<file path="src/rtl/xcpt_pkg.sv">
package xcpt_pkg;

    typedef enum logic [1:0] {
        LV_BASE = 2'b00,
        LV_EXL  = 2'b01,
        LV_ERL  = 2'b10,
        LV_BOTH = 2'b11
    } lvl_e;

    localparam int ST_EXL_BIT = 1;
    localparam int ST_ERL_BIT = 2;
    localparam int ST_BEV_BIT = 22;
    localparam int CA_BD_BIT  = 31;
    localparam int CA_CE_BIT  = 28;
    localparam int CA_IV_BIT  = 23;
    localparam int CA_EC_LO   = 2;
    localparam int CA_EC_HI   = 6;

    localparam logic [4:0] EC_INT  = 5'd0;
    localparam logic [4:0] EC_TLBL = 5'd2;
    localparam logic [4:0] EC_TLBS = 5'd3;
    localparam logic [4:0] EC_CPU  = 5'd11;

    localparam logic [2:0] SEL_STATUS = 3'd0;
    localparam logic [2:0] SEL_CAUSE  = 3'd1;
    localparam logic [2:0] SEL_EPC    = 3'd2;
    localparam logic [2:0] SEL_ERREPC = 3'd3;
    localparam logic [2:0] SEL_EBASE  = 3'd4;

    localparam logic [31:0] CAUSE_WMASK = 32'h1080_FF00;

endpackage

</file>
<file path="src/rtl/xcpt_level_fsm.sv">
module xcpt_level_fsm
    import xcpt_pkg::*;
(
    input  logic clk,
    input  logic rst_n,
    input  logic ent,
    input  logic ret,
    input  logic wr,
    input  logic wr_exl,
    input  logic wr_erl,
    output logic exl,
    output logic erl
);

    lvl_e st_q;
    lvl_e st_n;

    always_ff @(posedge clk) begin
        if (!rst_n) st_q <= LV_BASE;
        else        st_q <= st_n;
    end

    always_comb begin
        st_n = st_q;
        if (ent) begin
            st_n = LV_EXL;                      // ENTER
        end else if (ret) begin
            unique case (st_q)
                LV_BASE: st_n = LV_BASE;        // RETURN_EXC
                LV_EXL:  st_n = LV_BASE;        // RETURN_EXC
                LV_ERL:  st_n = LV_BASE;        // RETURN_ERR
                LV_BOTH: st_n = LV_EXL;         // RETURN_ERR
                default: st_n = LV_BASE;
            endcase
        end else if (wr) begin
            st_n = lvl_e'({wr_erl, wr_exl});    // LOAD
        end
    end

    always_comb begin
        unique case (st_q)
            LV_BASE: begin exl = 1'b0; erl = 1'b0; end
            LV_EXL:  begin exl = 1'b1; erl = 1'b0; end
            LV_ERL:  begin exl = 1'b0; erl = 1'b1; end
            LV_BOTH: begin exl = 1'b1; erl = 1'b1; end
            default: begin exl = 1'b0; erl = 1'b0; end
        endcase
    end

endmodule

</file>
<file path="src/rtl/xcpt_vector.sv">
module xcpt_vector
    import xcpt_pkg::*;
#(
    parameter int          AW         = 32,
    parameter logic [31:0] BOOT_BASE  = 32'hBFC0_0200,
    parameter logic [31:0] OFF_GEN    = 32'h180,
    parameter logic [31:0] OFF_REFILL = 32'h000,
    parameter logic [31:0] OFF_INT    = 32'h200
) (
    input  logic          bev,
    input  logic [AW-1:0] ebase,
    input  logic          old_exl,
    input  logic [4:0]    code,
    input  logic          iv,
    output logic [AW-1:0] vec
);

    logic [AW-1:0] base;
    logic [AW-1:0] off;

    always_comb begin
        base = bev ? AW'(BOOT_BASE) : ebase;
        off  = AW'(OFF_GEN);
        if (!old_exl) begin
            if (code == EC_TLBL || code == EC_TLBS) off = AW'(OFF_REFILL);
            else if (code == EC_INT && iv)          off = AW'(OFF_INT);
        end
        vec = base + off;
    end

endmodule

</file>
<file path="src/rtl/xcpt_regfile.sv">
module xcpt_regfile
    import xcpt_pkg::*;
#(
    parameter int          AW          = 32,
    parameter int          EBASE_LSB   = 12,
    parameter logic [31:0] RESET_EBASE = 32'h8000_0000,
    parameter logic [31:0] RESET_STAT  = 32'h0040_0000
) (
    input  logic          clk,
    input  logic          rst_n,
    input  logic          take_ent,
    input  logic          take_ret,
    input  logic          wr_ok,
    input  logic [2:0]    wr_sel,
    input  logic [AW-1:0] wr_data,
    input  logic [4:0]    ent_code,
    input  logic          ent_bd,
    input  logic [AW-1:0] ent_pc,
    input  logic          ent_isa,
    input  logic          ent_cu,
    input  logic          old_exl,
    input  logic          use_err,
    input  logic          exl,
    input  logic          erl,
    input  logic [AW-1:0] vec,
    input  logic          ll_set,
    output logic [AW-1:0] status,
    output logic [AW-1:0] cause,
    output logic [AW-1:0] epc,
    output logic [AW-1:0] errorepc,
    output logic [AW-1:0] ebase,
    output logic          isa,
    output logic          ll,
    output logic          rv,
    output logic [AW-1:0] rpc
);

    localparam int EBW = AW - EBASE_LSB;
    localparam logic [AW-1:0] LVL_MASK = AW'((1 << ST_EXL_BIT) | (1 << ST_ERL_BIT));

    logic [AW-1:0]  stat_rest_q;
    logic [AW-1:0]  cause_q, cause_n;
    logic [AW-1:0]  epc_q, epc_n;
    logic [AW-1:0]  eepc_q;
    logic [EBW-1:0] ebase_q;
    logic           isa_q, ll_q, rv_q;
    logic [AW-1:0]  rpc_q;
    logic [AW-1:0]  ret_tgt;

    assign ret_tgt = use_err ? eepc_q : epc_q;

    always_comb begin
        cause_n = cause_q;
        epc_n   = epc_q;
        if (take_ent) begin
            if (ent_cu)   cause_n[CA_CE_BIT] = 1'b1;
            if (!old_exl) begin
                epc_n = ent_pc | AW'(ent_isa);
                cause_n[CA_BD_BIT] = ent_bd;
            end
            cause_n[CA_EC_HI:CA_EC_LO] = ent_code;
        end else if (wr_ok) begin
            if (wr_sel == SEL_CAUSE)
                cause_n = (cause_q & ~AW'(CAUSE_WMASK)) | (wr_data & AW'(CAUSE_WMASK));
            if (wr_sel == SEL_EPC)
                epc_n = wr_data;
        end
    end

    always_ff @(posedge clk) begin
        if (!rst_n) begin
            stat_rest_q <= AW'(RESET_STAT) & ~LVL_MASK;
            cause_q     <= '0;
            epc_q       <= '0;
            eepc_q      <= '0;
            ebase_q     <= RESET_EBASE[AW-1:EBASE_LSB];
            isa_q       <= 1'b0;
            ll_q        <= 1'b0;
            rv_q        <= 1'b0;
            rpc_q       <= '0;
        end else begin
            cause_q <= cause_n;
            epc_q   <= epc_n;
            rv_q    <= take_ent | take_ret;
            if (take_ent) begin
                isa_q <= 1'b0;
                rpc_q <= vec;
            end else if (take_ret) begin
                isa_q <= ret_tgt[0];
                rpc_q <= {ret_tgt[AW-1:1], 1'b0};
            end
            if (take_ret)    ll_q <= 1'b0;
            else if (ll_set) ll_q <= 1'b1;
            if (wr_ok) begin
                if (wr_sel == SEL_STATUS) stat_rest_q <= wr_data & ~LVL_MASK;
                if (wr_sel == SEL_ERREPC) eepc_q      <= wr_data;
                if (wr_sel == SEL_EBASE)  ebase_q     <= wr_data[AW-1:EBASE_LSB];
            end
        end
    end

    assign status   = stat_rest_q | (AW'(exl) << ST_EXL_BIT) | (AW'(erl) << ST_ERL_BIT);
    assign cause    = cause_q;
    assign epc      = epc_q;
    assign errorepc = eepc_q;
    assign ebase    = {ebase_q, {EBASE_LSB{1'b0}}};
    assign isa      = isa_q;
    assign ll       = ll_q;
    assign rv       = rv_q;
    assign rpc      = rpc_q;

endmodule

</file>
<file path="src/rtl/xcpt_ctrl.sv">
module xcpt_ctrl
    import xcpt_pkg::*;
#(
    parameter int          AW          = 32,
    parameter int          EBASE_LSB   = 12,
    parameter logic [31:0] RESET_EBASE = 32'h8000_0000,
    parameter logic [31:0] BOOT_BASE   = 32'hBFC0_0200
) (
    input  logic          clk,
    input  logic          rst_n,
    input  logic          exc_req,
    input  logic [4:0]    exc_code,
    input  logic          exc_bd,
    input  logic [AW-1:0] exc_pc,
    input  logic          isa_in,
    input  logic          cu_req,
    input  logic          eret_req,
    input  logic          ll_set,
    input  logic          wr_en,
    input  logic [2:0]    wr_sel,
    input  logic [AW-1:0] wr_data,
    output logic          redir_valid,
    output logic [AW-1:0] redir_pc,
    output logic          isa_mode,
    output logic          ll_flag,
    output logic [AW-1:0] status_q,
    output logic [AW-1:0] cause_q,
    output logic [AW-1:0] epc_q,
    output logic [AW-1:0] errorepc_q,
    output logic [AW-1:0] ebase_q
);

    localparam logic [31:0] RESET_STAT = 32'h1 << ST_BEV_BIT;

    logic          take_ent, take_ret, wr_ok, wr_stat;
    logic          exl, erl;
    logic [4:0]    eff_code;
    logic [AW-1:0] vec;

    assign take_ent = exc_req | cu_req;
    assign take_ret = eret_req & ~take_ent;
    assign wr_ok    = wr_en & ~take_ent & ~eret_req;
    assign wr_stat  = wr_ok & (wr_sel == SEL_STATUS);
    assign eff_code = cu_req ? EC_CPU : exc_code;

    xcpt_level_fsm u_fsm (
        .clk    (clk),
        .rst_n  (rst_n),
        .ent    (take_ent),
        .ret    (take_ret),
        .wr     (wr_stat),
        .wr_exl (wr_data[ST_EXL_BIT]),
        .wr_erl (wr_data[ST_ERL_BIT]),
        .exl    (exl),
        .erl    (erl)
    );

    xcpt_vector #(
        .AW        (AW),
        .BOOT_BASE (BOOT_BASE)
    ) u_vec (
        .bev     (status_q[ST_BEV_BIT]),
        .ebase   (ebase_q),
        .old_exl (exl),
        .code    (eff_code),
        .iv      (cause_q[CA_IV_BIT]),
        .vec     (vec)
    );

    xcpt_regfile #(
        .AW          (AW),
        .EBASE_LSB   (EBASE_LSB),
        .RESET_EBASE (RESET_EBASE),
        .RESET_STAT  (RESET_STAT)
    ) u_regs (
        .clk      (clk),
        .rst_n    (rst_n),
        .take_ent (take_ent),
        .take_ret (take_ret),
        .wr_ok    (wr_ok),
        .wr_sel   (wr_sel),
        .wr_data  (wr_data),
        .ent_code (eff_code),
        .ent_bd   (exc_bd),
        .ent_pc   (exc_pc),
        .ent_isa  (isa_in),
        .ent_cu   (cu_req),
        .old_exl  (exl),
        .use_err  (erl),
        .exl      (exl),
        .erl      (erl),
        .vec      (vec),
        .ll_set   (ll_set),
        .status   (status_q),
        .cause    (cause_q),
        .epc      (epc_q),
        .errorepc (errorepc_q),
        .ebase    (ebase_q),
        .isa      (isa_mode),
        .ll       (ll_flag),
        .rv       (redir_valid),
        .rpc      (redir_pc)
    );

endmodule

</file>
<file path="config.mk">
export PLATFORM = sky130hd
export DESIGN_NAME = xcpt_ctrl
export DESIGN_NICKNAME = d
export VERILOG_FILES = /design/src/rtl/xcpt_pkg.sv /design/src/rtl/xcpt_level_fsm.sv /design/src/rtl/xcpt_vector.sv /design/src/rtl/xcpt_regfile.sv /design/src/rtl/xcpt_ctrl.sv
export SDC_FILE = /design/constraint.sdc
export NUM_CORES = 1
export LEC_CHECK = 0
export BUFFER_PORTS_ARGS = -buffer_cell sky130_fd_sc_hd__buf_2
export CORE_MARGIN = 2
export CORE_UTILIZATION = 35
export DETAILED_ROUTE_END_ITERATION = 6
export PLACE_DENSITY = 0.57
export SYNTH_ARGS = -nofsm -noshare
export SYNTH_HDL_FRONTEND = slang
export SYNTH_SLANG_ARGS = --single-unit
</file>
<file path="constraint.sdc">
create_clock -name clk -period 3 [get_ports clk]
set_input_delay 0.45 -clock clk [delete_from_list [all_inputs] [get_ports clk]]
set_output_delay 0.45 -clock clk [all_outputs]
set_load 0.01 [all_outputs]
</file>
* Word level (Yosys, flattened, before mapping)
Index checks and enable logic that the tools add are counted.
** Word-level totals
- Register bits :: 183
- Output and inout port bits :: 195
- Logic and storage cells :: 90
** Cells by class
- Equality and inequality tests :: 11
- Muxes and demuxes :: 25
- Reduce and logical (&&, ||, !) cells :: 26
- $add $sub $neg :: 1
- Bitwise gates (word level) :: 13
** Operator list (number)
- $mux 32 :: 12
- $add 32x32->32 :: 1
- $or 32x1->32 :: 1
- $or 32x2->32 :: 1
- $or 32x29->32 :: 1
- $or 32x3->32 :: 1
- $reduce_and 3->1 :: 4
- $reduce_or 2->1 :: 6
- $eq 5x2->1 const B :: 2
- $mux 10 :: 1
- $mux 5 :: 2
- $reduce_bool 2->1 :: 5
- $reduce_and 2->1 :: 4
- $eq 3x2->1 const B :: 2
- $logic_not 5->1 :: 1
- $mux 1 :: 5
- $and 1x1->1 :: 4
- $eq 2x2->1 const B :: 2
- $mux 2 :: 2
- $ne 2x2->1 const B :: 2
- $pmux 1 s2 :: 2
- $pmux 2 s2 :: 1
- $eq 3x1->1 const B :: 1
- $eq 3x3->1 const B :: 1
- 9 further kinds :: 12

* Longest topological paths before layout
- Depth after elaboration :: 8
- Mapped depth :: 7
- Mapped depth without buffers :: 5

* By module
A second synthesis with hierarchy kept.
** Unflattened totals
- Cells, all modules :: 984
- Area, all modules :: 8219.1 µm²
** By module, submodules not included
- xcpt_regfile :: times used 1, cells an instance 830, area an instance 7165.6 µm²
- xcpt_vector :: times used 1, cells an instance 132, area an instance 860.8 µm²
- xcpt_level_fsm :: times used 1, cells an instance 12, area an instance 103.8 µm²
- xcpt_ctrl :: times used 1, cells an instance 10, area an instance 88.8 µm²

* Worst setup path after synthesis
OpenSTA, ideal clock, no wires.
- Path type :: input -> register
- Start point :: input eret_req
- End point :: register u_regs.cause_q[28] (netlist: u_regs.cause[28])
- Library setup time :: 0.122 ns
- Arrival time :: 1.738 ns
- Buffers on the path :: 3
- Slack :: 1.140 ns
- Stages :: 6
- Cell sequence :: buf_6 -> or3_1 -> buf_2 -> buf_6 -> or4_1 -> o311a_1
** On the way
- Cells in the longest elaborated chain, start to end :: 4
** Ends and longest elaborated chain
- from (decl) :: line xcpt_ctrl.sv:17 : input logic eret_req,
- $not 1->1 :: line xcpt_ctrl.sv:42 : assign wr_ok = wr_en & ~take_ent & ~eret_req;
- $and 1x1->1 :: line xcpt_ctrl.sv:42
- $reduce_bool 2->1 (no line)
- $reduce_and 3->1 (no line)
- to (signal assigned) :: line xcpt_regfile.sv:82 : cause_q <= cause_n;
- to (decl) :: line xcpt_regfile.sv:42 : logic [AW-1:0] cause_q, cause_n;
Every way passes these cells.
A chain may end at the register's enable or synchronous reset.

* Worst setup path after layout
- Start point :: register u_fsm.st_q[1]
- End point :: output status_q[2]
** On the way
- Cells in the longest elaborated chain, start to end :: 4
** Ends and longest elaborated chain
- from (decl) :: line xcpt_level_fsm.sv:15 : lvl_e st_q;
- from (signal assigned) :: line xcpt_level_fsm.sv:20 : else st_q <= st_n;
- $eq 2x2->1 (tied with other cells) :: line xcpt_level_fsm.sv:41 : unique case (st_q)
- $reduce_or 2->1 (no line)
- $pmux 1 s2 (*) :: line xcpt_level_fsm.sv:41
- $or 32x3->32 (*) :: line xcpt_regfile.sv:102 : assign status = stat_rest_q | (AW'(exl) << ST_EXL_BIT) | (AW'(erl) << ST_ERL_BIT);
- to (decl) :: line xcpt_ctrl.sv:26 : output logic [AW-1:0] status_q,
Mark *: on every way between the ends. The rest lies on a longest branch, timed or not.

==> impl_metrics.yaml <==
timing:
  whs_ns: 0.241
  fin_crit_ns: 2.31
  clock_skew_ns: 0.0110
  worst_pin_slew_ns: 0.896
  timing_hold_violations_final: 0
  finalSetupViolations: 0
  finalSetupTns_ns: 0
  max_freq_mhz: 434
  rsz0062_at_grt: "false"
  final_max_slew_viol_count: 0
  fin_crit_sh_pct: 76.9
  relSlewSlack_pct: 40.3
global_routing:
  grt.total_usage_pct: 23.1
  grt_pass1_vias: 6984
  gr-total-overflow: 0
  antenna_found_initial: 2
  grt_max_degree: 102
  grt_pass1_wl_um: 43000
yosys:
  ys_seq_elements: 166
  yosys-top-cells-count: "166 x dfxtp_1, 123 x o21ai_0, 96 x nand3_1"
  synth_ff_type: "dfxtp_1"
  synth_top_area_share_pct: 41.0
  synth-edff-count: 0
  synth.most_common_cell: "dfxtp_1"
  ys_warn_count: 0
  ys_types: 53
  yosysTopAreaCell: "dfxtp_1"
  ys_seq_area_share_pct: 41.0
  synth_area_leaders: "dfxtp_1 41%, mux2i_1 7.9%, a21boi_0 7.8%"
  synth_async_sr_flop_share_pct: 0
  syn_inst: 924
  synth.avg_cell_area_um2: 8.76
  syn_area_mm2: 0.00810
pwr:
  swShare_pct: 26.0
  combPwrFrac_pct: 11.8
  ir_drop_mv: 0.319
  clock_power_share_pct: 44.8
  p_seq_share_pct: 43.4
  internal-power_w: 0.00395
  power.density_mw_per_mm2: 532
  p_leak_nw: 4.05
  p_sw_w: 0.00139
placement:
  dp.cells: 1370
  numPortBuffers: 246
  hpwl_um: 19900
  place_congestion: 0.831
routing:
  first_pass_iters: 7
  vias: 7608
  ant_nets: 0
  wl_per_cell_um: 20.5
  wirelength_um: 28700
  drcViolationCount: 0
  drt_iter0_drc: 700
  via_per_inst: 5.42
outcome:
  status: "completed"
die:
  ios: 276
  start_util_pct: 35.8
  die_w_um: 156
  rows: 55
  core_area_mm2: 0.0226
  die_area_mm2: 0.0244
  die_h_um: 156
worst_setup_path:
  startpoint_type: "flip-flop"
  r2r_cells: 5
  cp_data_arrival_time_ns: 1.86
  worstPathRequired_ns: 2.55
  end_kind: "output pin"
  crit_type: "reg2out"
  cp_max_fo: 28
clock_network:
  cts_resized: 0
  cts_root_buf: "clkbuf_16"
  cts.sinks: 166
  numCtsBuffers: 17
  clock_path_buffers: 2
  worstSkewPairLatency_ns: 0.43
  clk_pin_slew_worst_paths_ns: 0.07
  post_cts_buffers: 0
  postCtsHoldBufs: 0
  htreeDepth: 4
  cts_tree: "done"
final_layout:
  final_layout_size_suffix_gt1_share_pct: 27.8
  instances_no_fill: 1403
  area_growth_pct: 23.8
  final_util_pct: 44.3
  final_nets: 1186
hold_path:
  hp-class: "in2reg"
  min_path_cells: 2
flow_run:
  cap_violations: 0
-- final timing paths --
check                start             to  slack, ns
max reg2reg  u_fsm.st_q[0]  u_regs.rpc[9]       1.08
min                 ll_set      u_regs.ll       0.24
min reg2reg  u_regs.rpc[5]  u_regs.rpc[5]       0.46
max          u_fsm.st_q[1]    status_q[2]       0.69
-- layout by cell type (no fill, tap or decap), types with 10 or more instances in the layout --
master	instances
buf_2	244
dfxtp_1	165
o21ai_0	123
nand3_1	96
a21boi_0	84
mux2i_1	64
nor3b_1	48
o21a_1	39
nand2_1	36
conb_1	29
nor2_1	21
buf_4	20
clkbuf_16	17
nand2b_1	11
and2_1	10
-- stage by stage --
step	total power (W)	cell area, µm²	setup WS (ns)
6_report	0.00533	10000	0.694
5_1_grt	0.00553	10000	0.616
4_1_cts	0.00537	10000	0.675
3_5_place_dp	0.00299	9390	0.684
3_3_place_gp	0.00299	9390	0.705
2_1_floorplan	0.00274	8200	1.14
-- metal layers --
layer | GRT usage [%] | vias to the layer above | wire length, µm | share of wire, %
met5 | 0 | - | 0 | 0
met4 | 7.43 | 0 | 683 | 2.4
met3 | 5.89 | 41 | 2050 | 7.2
met2 | 32.7 | 302 | 12100 | 42
met1 | 33.9 | 3637 | 13800 | 48
li1 | - | 3628 | - | -
-- registers in the layout (all words and copies together) (netlist names) --
name / cells
u_fsm.st_q: 2
u_regs.cause: 16
u_regs.ebase_q: 20
u_regs.epc: 32
u_regs.errorepc: 32
u_regs.isa: 1
u_regs.ll: 1
u_regs.rpc: 31
u_regs.rv: 1
u_regs.stat_rest_q: 30
-- final cells by class --
type                    instances  area, µm²
repair buffers                268       1450
well taps                     285        357
clock inverters                12        175
flip-flops and latches        166       3320
fillers                      2233      12600
clock buffers                  20        457
multi-input cells             649       4250
inverters                       2       7.51
diodes                          1       2.50
-- critical path, cell delays in order, from the launching register on --
cell and delay, ns:
dfxtp_2 0.90, buf_4 0.36, buf_2 0.16
-- power groups by stage --
stage	Sequential, W	Combinational (W)	Clock (W)
after floorplan	0.00239	0.000353	0
after global placement	0.00236	0.000624	0
after detailed placement	0.00237	0.000626	0
after CTS	0.00232	0.000627	0.00242
after global routing	0.00232	0.000678	0.00253
final	0.00232	0.000628	0.00239
-- logic make-up after synthesis --
logic type	share of synthesized area [%]
flops	41.0
fa+ha+maj	0.155
simple gates	17.2
buf+inv	8.36
mux	8.19
compound gates	25.0
other cells	0.0463
No activity file was read; power rests on OpenSTA's default activity.
